--- src/rtl/flash_seq_pkg.sv ---
package flash_seq_pkg;
  localparam int unsigned WORD_W   = 32;
  localparam int unsigned CNT_W    = 6;
  localparam int unsigned CMD_BITS = 8;
  localparam int unsigned A_NARROW = 24;
  localparam int unsigned A_KEEP   = 27;
  localparam int unsigned A_WIDE   = 32;

  localparam int unsigned B_ADDR4  = 27;
  localparam int unsigned B_PAGE   = 28;
  localparam int unsigned B_SEPBUS = 29;
  localparam int unsigned B_STACK  = 30;

  typedef enum logic [1:0] {LN1 = 2'd0, LN2 = 2'd1, LN4 = 2'd2} lanes_e;

  typedef enum logic [2:0] {
    ST_IDLE, ST_CMD, ST_ADDR, ST_DUMMY, ST_DATA, ST_GAP
  } state_e;

  typedef struct packed {
    logic [7:0] cmd;
    lanes_e     addr_ln;
    lanes_e     data_ln;
    logic [2:0] dummy;
    logic       addr4;
    logic       use_cs1;
  } seq_cfg_t;

  function automatic seq_cfg_t decode_cfg(input logic [WORD_W-1:0] w);
    seq_cfg_t c;
    c.cmd     = w[7:0];
    c.addr4   = w[B_ADDR4];
    c.use_cs1 = w[B_STACK] & ~w[B_SEPBUS] & w[B_PAGE];
    case (w[7:0])
      8'hBB, 8'hBC: begin c.addr_ln = LN2; c.data_ln = LN2; end
      8'hEB, 8'hEC: begin c.addr_ln = LN4; c.data_ln = LN4; end
      8'h3B, 8'h3C: begin c.addr_ln = LN1; c.data_ln = LN2; end
      8'h6B, 8'h6C: begin c.addr_ln = LN1; c.data_ln = LN4; end
      default:      begin c.addr_ln = LN1; c.data_ln = LN1; end
    endcase
    // plain read codes take no dummy clocks
    c.dummy = (w[7:0] == 8'h03 || w[7:0] == 8'h13) ? 3'd0 : w[10:8];
    return c;
  endfunction
endpackage

--- src/rtl/fseq_cfg_latch.sv ---
module fseq_cfg_latch
  import flash_seq_pkg::*;
#(
  parameter logic [WORD_W-1:0] CFG_RST = 32'h0000_02EB
) (
  input  logic     clk_i,
  input  logic     rst_ni,
  input  logic     load_i,
  input  seq_cfg_t cfg_i,
  output seq_cfg_t cfg_o
);
  localparam seq_cfg_t RST_DEC = decode_cfg(CFG_RST);

  always_ff @(posedge clk_i or negedge rst_ni) begin
    if (!rst_ni)     cfg_o <= RST_DEC;
    else if (load_i) cfg_o <= cfg_i;
  end
endmodule

--- src/rtl/fseq_ctrl.sv ---
module fseq_ctrl
  import flash_seq_pkg::*;
#(
  parameter int unsigned GAP_CYC = 2
) (
  input  logic     clk_i,
  input  logic     rst_ni,
  input  logic     req_valid_i,
  input  seq_cfg_t cfg_i,
  output state_e   state_o,
  output logic     ready_o,
  output logic     accept_o,
  output logic     active_o,
  output logic     ph_o,
  output logic     tick_o,
  output logic     last_o
);
  state_e           state_q;
  logic             ph_q;
  logic [CNT_W-1:0] cnt_q;
  logic [6:0]       abits, a_clks, d_clks, r_clks;

  always_comb begin
    abits  = cfg_i.addr4 ? 7'(A_WIDE) : 7'(A_NARROW);
    a_clks = abits >> cfg_i.addr_ln;
    d_clks = {1'b0, cfg_i.dummy, 3'b000} >> cfg_i.addr_ln;
    r_clks = 7'(WORD_W) >> cfg_i.data_ln;
  end

  assign state_o  = state_q;
  assign ph_o     = ph_q;
  assign ready_o  = (state_q == ST_IDLE);
  assign accept_o = ready_o & req_valid_i;
  assign active_o = (state_q == ST_CMD) || (state_q == ST_ADDR) ||
                    (state_q == ST_DUMMY) || (state_q == ST_DATA);
  assign tick_o   = active_o & ph_q;
  assign last_o   = tick_o & (cnt_q == '0);

  always_ff @(posedge clk_i or negedge rst_ni) begin
    if (!rst_ni) begin
      state_q <= ST_IDLE;
      ph_q    <= 1'b0;
      cnt_q   <= '0;
    end else begin
      case (state_q)
        ST_IDLE: if (req_valid_i) begin
          state_q <= ST_CMD;
          ph_q    <= 1'b0;
          cnt_q   <= CNT_W'(CMD_BITS - 1);
        end
        ST_GAP: begin
          if (cnt_q == '0) state_q <= ST_IDLE;
          else             cnt_q   <= cnt_q - 1'b1;
        end
        default: begin
          ph_q <= ~ph_q;
          if (ph_q) begin
            if (cnt_q != '0) cnt_q <= cnt_q - 1'b1;
            else begin
              case (state_q)
                ST_CMD: begin
                  state_q <= ST_ADDR;
                  cnt_q   <= CNT_W'(a_clks - 7'd1);
                end
                ST_ADDR: begin
                  if (cfg_i.dummy != 3'd0) begin
                    state_q <= ST_DUMMY;
                    cnt_q   <= CNT_W'(d_clks - 7'd1);
                  end else begin
                    state_q <= ST_DATA;
                    cnt_q   <= CNT_W'(r_clks - 7'd1);
                  end
                end
                ST_DUMMY: begin
                  state_q <= ST_DATA;
                  cnt_q   <= CNT_W'(r_clks - 7'd1);
                end
                default: begin
                  state_q <= ST_GAP;
                  cnt_q   <= CNT_W'(GAP_CYC - 1);
                end
              endcase
            end
          end
        end
      endcase
    end
  end
endmodule

--- src/rtl/fseq_txrx.sv ---
module fseq_txrx
  import flash_seq_pkg::*;
(
  input  logic              clk_i,
  input  logic              rst_ni,
  input  logic              accept_i,
  input  logic [7:0]        cmd_i,
  input  logic              addr4_i,
  input  logic [WORD_W-1:0] req_addr_i,
  input  state_e            state_i,
  input  logic              tick_i,
  input  logic              last_i,
  input  lanes_e            addr_ln_i,
  input  lanes_e            data_ln_i,
  input  logic [3:0]        io_i,
  output logic [3:0]        io_o,
  output logic [3:0]        io_oe_o,
  output logic              rsp_valid_o,
  output logic [WORD_W-1:0] rsp_data_o
);
  localparam int unsigned NBYTES = WORD_W / 8;

  logic [WORD_W-1:0] tx_q, addr_q, rx_q, rx_nxt, rx_swap;
  lanes_e            tx_ln;
  logic              in_cmd, in_addr, ld_addr, cap, done;

  assign in_cmd  = (state_i == ST_CMD);
  assign in_addr = (state_i == ST_ADDR);
  assign ld_addr = last_i & in_cmd;
  assign cap     = tick_i & (state_i == ST_DATA);
  assign done    = last_i & (state_i == ST_DATA);
  assign tx_ln   = in_cmd ? LN1 : addr_ln_i;

  always_ff @(posedge clk_i or negedge rst_ni) begin
    if (!rst_ni) begin
      tx_q   <= '0;
      addr_q <= '0;
    end else if (accept_i) begin
      tx_q   <= {cmd_i, {(WORD_W-8){1'b0}}};
      addr_q <= addr4_i ? {{(A_WIDE-A_KEEP){1'b0}}, req_addr_i[A_KEEP-1:0]}
                        : {req_addr_i[A_NARROW-1:0], {(WORD_W-A_NARROW){1'b0}}};
    end else if (ld_addr) begin
      tx_q <= addr_q;
    end else if (tick_i && (in_cmd || in_addr)) begin
      case (tx_ln)
        LN2:     tx_q <= tx_q << 2;
        LN4:     tx_q <= tx_q << 4;
        default: tx_q <= tx_q << 1;
      endcase
    end
  end

  always_comb begin
    io_o    = 4'b0000;
    io_oe_o = 4'b0000;
    case (tx_ln)
      LN2:     io_o = {2'b00, tx_q[WORD_W-1 -: 2]};
      LN4:     io_o = tx_q[WORD_W-1 -: 4];
      default: io_o = {3'b000, tx_q[WORD_W-1]};
    endcase
    if (in_cmd) io_oe_o = 4'b0001;
    else if (in_addr) begin
      case (addr_ln_i)
        LN2:     io_oe_o = 4'b0011;
        LN4:     io_oe_o = 4'b1111;
        default: io_oe_o = 4'b0001;
      endcase
    end
  end

  always_comb begin
    case (data_ln_i)
      LN2:     rx_nxt = {rx_q[WORD_W-3:0], io_i[1:0]};
      LN4:     rx_nxt = {rx_q[WORD_W-5:0], io_i};
      default: rx_nxt = {rx_q[WORD_W-2:0], io_i[1]};
    endcase
  end

  // first byte on the wire lands in the lowest byte
  for (genvar b = 0; b < NBYTES; b++) begin : g_swap
    assign rx_swap[8*b +: 8] = rx_nxt[8*(NBYTES-1-b) +: 8];
  end

  always_ff @(posedge clk_i or negedge rst_ni) begin
    if (!rst_ni) begin
      rx_q        <= '0;
      rsp_valid_o <= 1'b0;
      rsp_data_o  <= '0;
    end else begin
      if (cap)  rx_q       <= rx_nxt;
      if (done) rsp_data_o <= rx_swap;
      rsp_valid_o <= done;
    end
  end
endmodule

--- src/rtl/flash_read_seq.sv ---
module flash_read_seq
  import flash_seq_pkg::*;
#(
  parameter logic [31:0] CFG_RST = 32'h0000_02EB,
  parameter int unsigned GAP_CYC = 2
) (
  input  logic        clk_i,
  input  logic        rst_ni,
  input  logic [31:0] cfg_i,
  input  logic        req_valid_i,
  output logic        req_ready_o,
  input  logic [31:0] req_addr_i,
  output logic        rsp_valid_o,
  output logic [31:0] rsp_data_o,
  output logic        sck_o,
  output logic        cs0_no,
  output logic        cs1_no,
  output logic [3:0]  io_o,
  output logic [3:0]  io_oe_o,
  input  logic [3:0]  io_i
);
  seq_cfg_t cfg_now, cfg_q;
  state_e   state;
  logic     accept, active, ph, tick, last;

  assign cfg_now = decode_cfg(cfg_i);

  fseq_cfg_latch #(.CFG_RST(CFG_RST)) u_cfg (
    .clk_i  (clk_i),
    .rst_ni (rst_ni),
    .load_i (accept),
    .cfg_i  (cfg_now),
    .cfg_o  (cfg_q)
  );

  fseq_ctrl #(.GAP_CYC(GAP_CYC)) u_ctrl (
    .clk_i       (clk_i),
    .rst_ni      (rst_ni),
    .req_valid_i (req_valid_i),
    .cfg_i       (cfg_q),
    .state_o     (state),
    .ready_o     (req_ready_o),
    .accept_o    (accept),
    .active_o    (active),
    .ph_o        (ph),
    .tick_o      (tick),
    .last_o      (last)
  );

  fseq_txrx u_txrx (
    .clk_i       (clk_i),
    .rst_ni      (rst_ni),
    .accept_i    (accept),
    .cmd_i       (cfg_now.cmd),
    .addr4_i     (cfg_now.addr4),
    .req_addr_i  (req_addr_i),
    .state_i     (state),
    .tick_i      (tick),
    .last_i      (last),
    .addr_ln_i   (cfg_q.addr_ln),
    .data_ln_i   (cfg_q.data_ln),
    .io_i        (io_i),
    .io_o        (io_o),
    .io_oe_o     (io_oe_o),
    .rsp_valid_o (rsp_valid_o),
    .rsp_data_o  (rsp_data_o)
  );

  assign sck_o  = active & ph;
  assign cs0_no = ~(active & ~cfg_q.use_cs1);
  assign cs1_no = ~(active &  cfg_q.use_cs1);
endmodule

--- config.mk ---
export PLATFORM = sky130hd
export DESIGN_NAME = flash_read_seq
export DESIGN_NICKNAME = d
export VERILOG_FILES = /design/src/rtl/flash_seq_pkg.sv /design/src/rtl/fseq_cfg_latch.sv /design/src/rtl/fseq_ctrl.sv /design/src/rtl/fseq_txrx.sv /design/src/rtl/flash_read_seq.sv
export SDC_FILE = /design/constraint.sdc
export NUM_CORES = 1
export LEC_CHECK = 0
export ABC_AREA = 1
export CORE_MARGIN = 3
export CORE_UTILIZATION = 27
export DETAILED_ROUTE_END_ITERATION = 7
export HOLD_SLACK_MARGIN = 0.02
export PLACE_DENSITY_LB_ADDON = 0.25
export SKIP_CTS_REPAIR_TIMING = 1
export SLEW_MARGIN = 10
export SYNTH_ARGS = -nofsm -noshare
export SYNTH_HDL_FRONTEND = slang
export SYNTH_HIERARCHICAL = 1
export SYNTH_SLANG_ARGS = --single-unit
--- constraint.sdc ---
create_clock -name clk_i -period 3.2 [get_ports clk_i]
set_clock_uncertainty 0.05 [all_clocks]
set_input_delay 0.8 -clock clk_i [delete_from_list [all_inputs] [get_ports clk_i]]
set_output_delay 0.8 -clock clk_i [all_outputs]
set_load 0.05 [all_outputs]
# == Word-level counts from Yosys, hierarchy flattened ==
# Index checks and enable logic that the tools add are counted.
# classes
add_sub_neg,4
eq_ne,25
n_shift,3
muxes,30
n_bitwise,16
n_reduce_logical,18
# op_table
op,n
2-to-1 mux 32 bit,4
case mux 32 bit (2 select lines),2
2-to-1 mux 6 bit,6
"equality test 8 bit, second input constant",4
"subtractor 6 x 1 -> 6 bit, second input constant",4
2-to-1 mux 3 bit,6
case mux 6 bit (3 select lines),1
"equality test 8 x 6 -> 1 bit, second input constant",2
"equality test 8 x 7 -> 1 bit, second input constant",2
case mux 4 bit (2 select lines),2
case mux 4 bit (4 select lines),1
case mux 6 bit (2 select lines),1
AND 1 bit,10
case mux 3 bit (3 select lines),1
nonzero test 3 bit,3
"equality test 8 x 2 -> 1 bit, second input constant",1
"equality test 8 x 5 -> 1 bit, second input constant",1
2-to-1 mux 4 bit,2
OR reduction 2 bit,4
right shift 7 x 2 -> 6 bit,1
"equality test 2 x 1 -> 1 bit, second input constant",3
"equality test 2 bit, second input constant",3
"equality test 3 x 2 -> 1 bit, second input constant",2
"equality test 3 bit, second input constant",2
19 further kinds,28
# totals
ff_bits,147
inputBits,71

# == Longest topological paths before layout ==
# Gate-level depths: netlist (run 1).
# logic_depth
ltp_word,9
depth_mapped,16

# == By module ==
# The synthesis (run 1) kept the hierarchy.
# by_module_without_submodules
module,n_inst,cells_per_inst,area_each_um2
fseq_txrx,1,964,6896.6
fseq_ctrl,1,200,1196.1
fseq_cfg_latch,1,72,691.9
flash_read_seq,1,37,161.4

# == Worst setup path after synthesis (run 1) ==
# No wires, ideal clock.
# synth_timing
kind,reg2out
start,register u_ctrl.state_q[1] (netlist: u_ctrl/state_o[1])
end,output port io_o[0]
t_arrival_ps,2174
path_slack_ps,176
stages_incl_launch_ff,10
path_buffers,1
cell_sequence,dfrtp_1 inv_2 nand3_2 nand2_1 inv_1 ha_1 buf_2 inv_2 nand2_1 o211ai_1
# synth_between
elab_chain_len,4
elab_cells_between_ends,5
cone_classes,3 x eq/ne; 2 x mux
# synth_rtl
element,line_no,rtl
"start, declared",fseq_ctrl.sv:18,state_e state_q;
"start signal, assigned",fseq_ctrl.sv:41,state_q <= ST_IDLE;
"start signal, assigned",fseq_ctrl.sv:47,state_q <= ST_CMD;
"start signal, assigned",fseq_ctrl.sv:52,if (cnt_q == '0) state_q <= ST_IDLE;
equality test 3 x 1 -> 1 bit *,fseq_txrx.sv:27,assign in_cmd = (state_i == ST_CMD);
2-to-1 mux 2 bit *,fseq_txrx.sv:32,assign tx_ln = in_cmd ? LN1 : addr_ln_i;
equality test 2 bit or equality test 2 x 1 -> 1 bit (tied branches),fseq_txrx.sv:56,case (tx_ln)
case mux 4 bit (2 select lines) *,fseq_txrx.sv:56,
"end, declared",flash_read_seq.sv:18,"output logic [3:0] io_o,"
# Mark *: on every way between the ends. The rest lies on a longest branch, timed or not.

# == Worst setup path in the final report (run 1) ==
# Same ends and word-level chain as after synthesis.

==> results of run 1 <==
[stage by stage]
step / hold slack, ns / total power [mW] / instance area [um^2] / TNS, ns / instances
3_3_place_gp: 0.412 / 5.05 / 9940 / 0 / 1691
2_1_floorplan: 0.397 / 4.35 / 8640 / 0 / 1241
3_5_place_dp: 0.415 / 5.07 / 9940 / 0 / 1691
4_1_cts: 0.260 / 7.14 / 10500 / -0.274 / 1723
6_report: 0.252 / 7.12 / 10600 / 0 / 1728
5_1_grt: 0.269 / 7.65 / 10600 / -0.0267 / 1728
[placed cells by master (no fill, tap or decap), types with 7 or more instances in the layout]
cell type and instances:
sky130_fd_sc_hd__buf_4 27, sky130_fd_sc_hd__ha_1 8, sky130_fd_sc_hd__nor2_1 32, sky130_fd_sc_hd__nand2_2 9, sky130_fd_sc_hd__clkdlybuf4s50_1 85, sky130_fd_sc_hd__nand3_1 82, sky130_fd_sc_hd__inv_2 10, sky130_fd_sc_hd__dfrtp_1 141
sky130_fd_sc_hd__nand2_1 595, sky130_fd_sc_hd__a21oi_1 10, sky130_fd_sc_hd__o21ai_0 58, sky130_fd_sc_hd__o22ai_1 32, sky130_fd_sc_hd__nor2_2 7, sky130_fd_sc_hd__o221ai_1 17, sky130_fd_sc_hd__clkbuf_16 17, sky130_fd_sc_hd__o21ai_1 9
sky130_fd_sc_hd__inv_1 115
[critical path: stages, from the launching register on]
cell and delay, ns:
sky130_fd_sc_hd__dfrtp_2 0.47, sky130_fd_sc_hd__inv_4 0.10, sky130_fd_sc_hd__nand3_2 0.11, sky130_fd_sc_hd__nand2_1 0.15, sky130_fd_sc_hd__ha_4 0.24, sky130_fd_sc_hd__inv_4 0.10
sky130_fd_sc_hd__nand2_1 0.11, sky130_fd_sc_hd__inv_2 0.09, sky130_fd_sc_hd__nand2_1 0.05, sky130_fd_sc_hd__o211ai_1 0.18, sky130_fd_sc_hd__buf_12 0.19
[routing by layer]
metal / global-route usage / vias up
li1: - / 4075
met2: 0.234 / 186
met5: 0 / -
met4: 0.0282 / 0
met3: 0.0312 / 9
met1: 0.219 / 3787
[registers in the layout, summed over array words and instances (netlist names)]
signal / flops
u_txrx/addr_q: 32
u_txrx/rsp_data_o: 32
u_txrx/tx_q: 32
u_txrx/rx_q: 31
u_cfg/cfg_o: 9
u_ctrl/cnt_q: 6
u_ctrl/state_o: 3
u_ctrl/ph_o: 1
u_txrx/rsp_valid_o: 1
[power by group through the flow]
stage / registers (mW) / logic, mW / clock network [mW]
final: 2.52 / 2.57 / 2.03
after global routing: 2.57 / 2.91 / 2.17
after CTS: 2.52 / 2.53 / 2.09
after detailed placement: 2.55 / 2.52 / 0
after global placement: 2.54 / 2.50 / 0
after floorplan: 2.52 / 1.83 / 0
[worst max-delay path by stage]
| stage | start | endpoint | slack (ns) | depth (start not counted) |
|---|---|---|---|---|
| 6_report | u_ctrl/state_o[1] | io_o[0] | 0.14 | 10 |
| 5_1_grt | u_ctrl/state_o[1] | io_o[1] | -0.01 | 9 |
| 4_1_cts | u_ctrl/state_o[1] | io_o[0] | -0.12 | 11 |
| 3_5_place_dp | req_valid_i | u_txrx/tx_q[30] | 0.26 | 9 |
| 3_3_place_gp | req_valid_i | u_txrx/tx_q[30] | 0.25 | 9 |
| 2_1_floorplan | u_ctrl/state_o[1] | io_o[0] | 0.18 | 9 |
[layout make-up]
| cell class | instances | area, um^2 | area share |
|---|---|---|---|
| inverters | 128 | 493 | 0.0465 |
| repair buffers | 120 | 1200 | 0.113 |
| multi-input cells | 905 | 4130 | 0.390 |
| well taps | 396 | 495 | 0.0467 |
| flip-flops and latches | 147 | 3690 | 0.348 |
| clock buffers | 17 | 425 | 0.0401 |
| clock inverters | 15 | 170 | 0.0161 |
==> results.md, run 1 <==
* Outcome: finished clean
* Total number of nets in the final design at 1400
* CTS buffer count at 17
* Net switching component of the power at 2.91 mW
* Core ar. at 31100 um^2
* Number of cell rows at 64
* Routed WL per cell at 14.3 um
* Class of the most critical setup path: reg -> out
* Least-Margin Pin Slew at 1.00 ns
* Int Pwr at 4.22 mW
* Library cell used as clock root buffer: sky130_fd_sc_hd__clkbuf_16
* Global routing usage summed across all routing layers at 0.151
* Die boundary height at 185 um
* Initial Util at 0.278
* Met2 wirelength from detailed routing at 11100 um
* Insertion delay to the later sink of the worst-skew pair at 0.43 ns
* Die W at 185 um
* Initial antenna violation count at 0
* Slew Limit Headroom at 0.333
* Area delta synth->final at 22.7%
* Clk pwr share at 0.284
* Data required time of the worst path at 2.35 ns
* Final hold violation count at 0
* Syn. warnings at 6
* Pre-CTS setup slack at 0.263 ns
* Area enclosed by the die boundary at 34200 um^2
* Total nets after synthesis at 1322
* Maximum clock frequency at 0.327 GHz
* H-Tree Level Count at 4
* Total wire length after detailed routing at 24800 um
* Synthesized instance count at 1241
* Share of final-layout standard cells stronger than drive strength 1 at 0.0908
* Placed wire-length estimate after detailed placement at 17600 um
* Filler instances at 3369
* CTS Sinks at 147
* Flop pwr share at 0.354
* IO Pins at 116
* Average cell area after synthesis at 6.96 um^2
* Hold/Removal Path Class: in -> async
* Final setup viols at 0
* Crit start category: flip-flop
* Final antenna-violating net count at 0
* Top Layer Used: met4
* Number of detailed-routing iterations run before antenna repair at 5
* Endpoint kind of the worst setup timing path: primary output
* Amount of wire on met3 after detailed routing at 1080 um
* Max FO, Critical Path at 9
* DRC errors left at 0
* Reg-to-reg setup timing slack at 0.24 ns
* Clock tree from TritonCTS: built
* Fin. max-slew vios at 0
* Sum of overflow across all layers after global routing at 0
* IR drop worst, VDD at 405 uV
* Net switching fraction of the power at 0.408
* Post-layout worst setup margin at 0.142 ns
* First-pass GRT wire length at 41800 um
* Max-cap check violation count at 0
* Final min period at 3.06 ns
* Pin count of the biggest net entering global routing at 56
* Routed length on met1 at 12500 um
* Period Utilization, post-route at 0.956
* Reg2reg end: u_txrx/tx_q[30]
* Post-synthesis cell area at 8640 um^2
* Power per cell area at 672 nW/um^2
* Routed via count at 8057
* Cell depth of the worst flop-to-flop path at 11
* Setup repair after global routing missed its margin: true
* Worst reg2reg path startpoint: u_ctrl/state_o[1]
* Placer congestion estimate at 0.866
* Combinational group share of total power at 0.361
* Initial drt markers at 504
* Number of inserted diodes at 0
* Number of buffer cells added on primary ports at 93
* Via density at 4.66
* Longest Clk Path Bufs at 2
* Arrival time of data at the critical path endpoint at 2.21 ns
* Leak Pwr at 5.33 nW
* Final core occ at 0.341
* Clock-pin transition on the worst setup and hold timing paths at 0.07 ns
* Number of global-route vias before repair at 7898
Power figures use the tool's default switching activity.
==> run 2, diff against run 1 <==
--- a/config.mk
+++ b/config.mk
@@ -15,5 +15,4 @@
 export SLEW_MARGIN = 10
 export SYNTH_ARGS = -nofsm -noshare
 export SYNTH_HDL_FRONTEND = slang
-export SYNTH_HIERARCHICAL = 1
 export SYNTH_SLANG_ARGS = --single-unit
==> run 2 against run 1 <==
  * The run now ends with negative setup slack left
  * Combinational power up 9.3%
  * First-iteration DRC count up 6.0%
  * Global-route usage down 1.1 points
  * Critical path type unchanged
  * Critical endpoint unchanged
==> results.md, run 2 <==
* Outcome: finished, violations left (was finished clean)
* Violated checks: negative setup slack
* Endpoint kind of the worst setup timing path: primary output (unchanged)
* Insertion delay to the later sink of the worst-skew pair at 0.43 ns (about the same)
* Via density at 4.75 (was 4.66)
* Final min period at 3.23 ns (was 3.06 ns)
* Unique cell type count in the Yosys netlist at 52
* Synth Register Bits at 147
* Initial Util at 0.277 (was 0.278)
* Commonest cells in the netlist: sky130_fd_sc_hd__nand2_1, sky130_fd_sc_hd__dfrtp_1, sky130_fd_sc_hd__inv_1
* Number of inserted diodes at 0 (unchanged)
* Final setup viols at 2 (was 0)
* Class of the most critical setup path: reg -> out (unchanged)
* Total power at 7.48 mW (was 7.12 mW)
* Clock-pin transition on the worst setup and hold timing paths at 0.06 ns (was 0.07 ns)
* Period Utilization, post-route at 1.01 (was 0.956)
* Slowest cell delay on critical path at 0.39 ns (was 0.47 ns)
* Capture point of the critical path: io_o[0] (unchanged)
* Filler instances at 3151 (was 3369)
* Data required time of the worst path at 2.35 ns (about the same)
* Setup crit start: u_ctrl.state_o[0] (was u_ctrl/state_o[1])
* Die W at 182 um (was 185 um)
* Cell total after placement at 1432 (was 1691)
* H-Tree Level Count at 4 (unchanged)
* Die boundary height at 182 um (was 185 um)
* Global routing usage summed across all routing layers at 0.140 (was 0.151)
* Critical-path cell list: inv_2, nor2_2, inv_2, nor2_4, inv_4, nand2_1, ha_4, buf_4, nor2_2, nand2_1, o211ai_1, buf_12 (was inv_4, nand3_2, nand2_1, ha_4, inv_4, nand2_1, inv_2, nand2_1, o211ai_1, buf_12)
* Initial drt markers at 534 (was 504)
* Area enclosed by the die boundary at 32900 um^2 (was 34200 um^2)
* Syn. warnings at 0 (was 6)
* Post-layout worst setup margin at -0.0262 ns (was 0.142 ns)
* Reg-to-reg setup timing slack at 0.74 ns (was 0.24 ns)
* DRC errors left at 0 (unchanged)
* Synthesized instance count at 983 (was 1241)
* Biggest regs: u_txrx.addr_q: 32 flops, u_txrx.rsp_data_o: 32 flops, u_txrx.tx_q: 32 flops (was u_txrx/addr_q: 32 flops, u_txrx/rsp_data_o: 32 flops, u_txrx/tx_q: 32 flops)
* Final hold violation count at 0 (unchanged)
* Most frequently used cell type in the post-synthesis netlist: sky130_fd_sc_hd__nand2_1
* Total nets after synthesis at 1068 (was 1322)
* Max FO, Critical Path at 9 (unchanged)
* Arrival time of data at the critical path endpoint at 2.38 ns (was 2.21 ns)
* Average cell area after synthesis at 8.46 um^2 (was 6.96 um^2)
* Multi-input gate area in the final layout at 3860 um^2 (was 4130 um^2)
* IR drop worst, VDD at 360 uV (was 405 uV)
* Worst reg2reg path startpoint: u_ctrl.state_o[0] (was u_ctrl/state_o[1])
* Sum of overflow across all layers after global routing at 0 (unchanged)
* Routed via count at 6968 (was 8057)
* Share of final-layout standard cells stronger than drive strength 1 at 0.146 (was 0.0908)
* Total number of nets in the final design at 1149 (was 1400)
* Most frequent cells in the layout: sky130_fd_sc_hd__nand2_1, sky130_fd_sc_hd__dfrtp_1, sky130_fd_sc_hd__inv_1 (unchanged)
* Number of global-route vias before repair at 6930 (was 7898)
* Cell depth of the worst flop-to-flop path at 16 (was 11)
* Post-synthesis cell area at 8320 um^2 (was 8640 um^2)
* Fin. max-slew vios at 0 (unchanged)
* Clock tree from TritonCTS: built (unchanged)
* Share of the synthesized area in the top cell type at 0.433
* Max-cap check violation count at 0 (unchanged)
* Core ar. at 30000 um^2 (was 31100 um^2)
* Share of synthesized flip-flops with an asynchronous set or reset at 1.00
* Power per cell area at 729 nW/um^2 (was 672 nW/um^2)
* Top flip-flop cell by instance count after synthesis: sky130_fd_sc_hd__dfrtp_1
* Most common library cell in the layout ignoring fill and taps: sky130_fd_sc_hd__nand2_1 (unchanged)
* Number of buffer cells added on primary ports at 93 (unchanged)
* Pin count of the biggest net entering global routing at 65 (was 56)
* Routed WL per cell at 15.6 um (was 14.3 um)
* Library cell used as clock root buffer: sky130_fd_sc_hd__clkbuf_16 (unchanged)
* Number of cell rows at 63 (was 64)
* Dominant cells by area after synthesis: sky130_fd_sc_hd__dfrtp_1, sky130_fd_sc_hd__nand2_1, sky130_fd_sc_hd__o21ai_0
* Slew Limit Headroom at 0.542 (was 0.333)
* Longest Clk Path Bufs at 2 (unchanged)
* IO Pins at 116 (unchanged)
* Slowest cell on the critical path: sky130_fd_sc_hd__dfrtp_1 (was sky130_fd_sc_hd__dfrtp_2)
* Reg2reg end: u_txrx.tx_q[19] (was u_txrx/tx_q[30])
* Crit start category: flip-flop (unchanged)
* Cell taking the most area after synthesis: sky130_fd_sc_hd__dfrtp_1
* CTS buffer count at 17 (unchanged)
* CTS Sinks at 147 (unchanged)
* Area delta synth->final at 23.4% (was 22.7%)
* Hold/Removal Path Class: in -> async (unchanged)
* Post-synth EDFFs at 0
* Final antenna-violating net count at 0 (unchanged)
* Leak Pwr at 4.62 nW (was 5.33 nW)
* Placed wire-length estimate after detailed placement at 16100 um (was 17600 um)
* Maximum clock frequency at 0.310 GHz (was 0.327 GHz)
* Setup repair after global routing missed its margin: true (unchanged)
* Least-Margin Pin Slew at 0.686 ns (was 1.00 ns)
* Total wire length after detailed routing at 22900 um (was 24800 um)
* Post-layout instance count excluding filler cells at 1467 (was 1728)
* Number of detailed-routing iterations run before antenna repair at 5 (unchanged)
* Sequential cell area at 3680 um^2 (was 3690 um^2)
* Initial antenna violation count at 1 (was 0)
* Placer congestion estimate at 0.806 (was 0.866)
* Register area share after synthesis at 0.443
* First-pass GRT wire length at 37600 um (was 41800 um)
## run 2: cell type report
type,count,area share
repair buffers,116,0.111
well taps,390,0.0475
clock inverters,14,0.0163
multi-input cells,655,0.376
inverters,127,0.0486
flip-flops and latches,147,0.359
clock buffers,18,0.0418
## run 2: critical path, delay by kind of cell (launching register included)
kind                       cells  cell delay, ns
buffers and inverters          5            0.58
and+or+nand+nor                5            0.56
adders and majority gates      1            0.23
DFF                            1            0.39
AOI/OAI and AO/OA              1            0.18
## run 2: cell families (layout without fill, tap and decap cells)
kind of cell / Yosys count / in the layout / share of synthesized area
AND/OR/NAND/NOR: 312 / 312 / 0.169
AO/OA/AOI/OAI: 292 / 292 / 0.222
buffers and inverters: 181 / 275 / 0.0970
flip-flops: 147 / 147 / 0.443
multiplexers: 31 / 31 / 0.0420
adder cells (fa/ha/maj): 14 / 14 / 0.0211
XOR/XNOR: 6 / 6 / 0.00632
## run 2: power by group
| part | leakage [nW] | total, mW | internal, mW | switching, mW |
|---|---|---|---|---|
| sequential | 1.95 | 2.59 | 2.27 | 0.318 |
| combinational | 2.38 | 2.81 | 0.947 | 1.87 |
| clock | 0.286 | 2.08 | 1.18 | 0.899 |
## run 2: worst min path at each step
stage	startpoint	end	slack, ns	cells past startpoint
final	rst_ni	u_txrx.rx_q[20]	0.26	1
after global routing	rst_ni	u_txrx.rx_q[20]	0.28	1
after CTS	rst_ni	u_txrx.rx_q[20]	0.27	1
after detailed placement	u_txrx.addr_q[30]	u_txrx.addr_q[30]	0.42	2
after global placement	u_txrx.rx_q[30]	u_txrx.rx_q[30]	0.41	2
after floorplan	u_txrx.rx_q[30]	u_txrx.rx_q[30]	0.39	2
## run 2: through the flow
| stage | hold WS [ns] | worst slack, ns | area (um^2) | TNS (ns) | utilization |
|---|---|---|---|---|---|
| detailed placement | 0.422 | 0.205 | 9610 | 0 | 0.320 |
| floorplan | 0.394 | -0.0277 | 8350 | -0.0277 | - |
| finish | 0.259 | -0.0262 | 10300 | -0.0523 | 0.342 |
| global placement | 0.410 | 0.237 | 9610 | 0 | 0.320 |
| CTS | 0.270 | -0.260 | 10200 | -0.574 | 0.340 |
| global route | 0.284 | -0.152 | 10300 | -0.304 | 0.342 |
## run 2: routing by layer
metal	track usage	share of wire
met3	0.0300	0.038
met4	0.0417	0.021
met5	0	0.00048
met2	0.219	0.45
met1	0.195	0.49
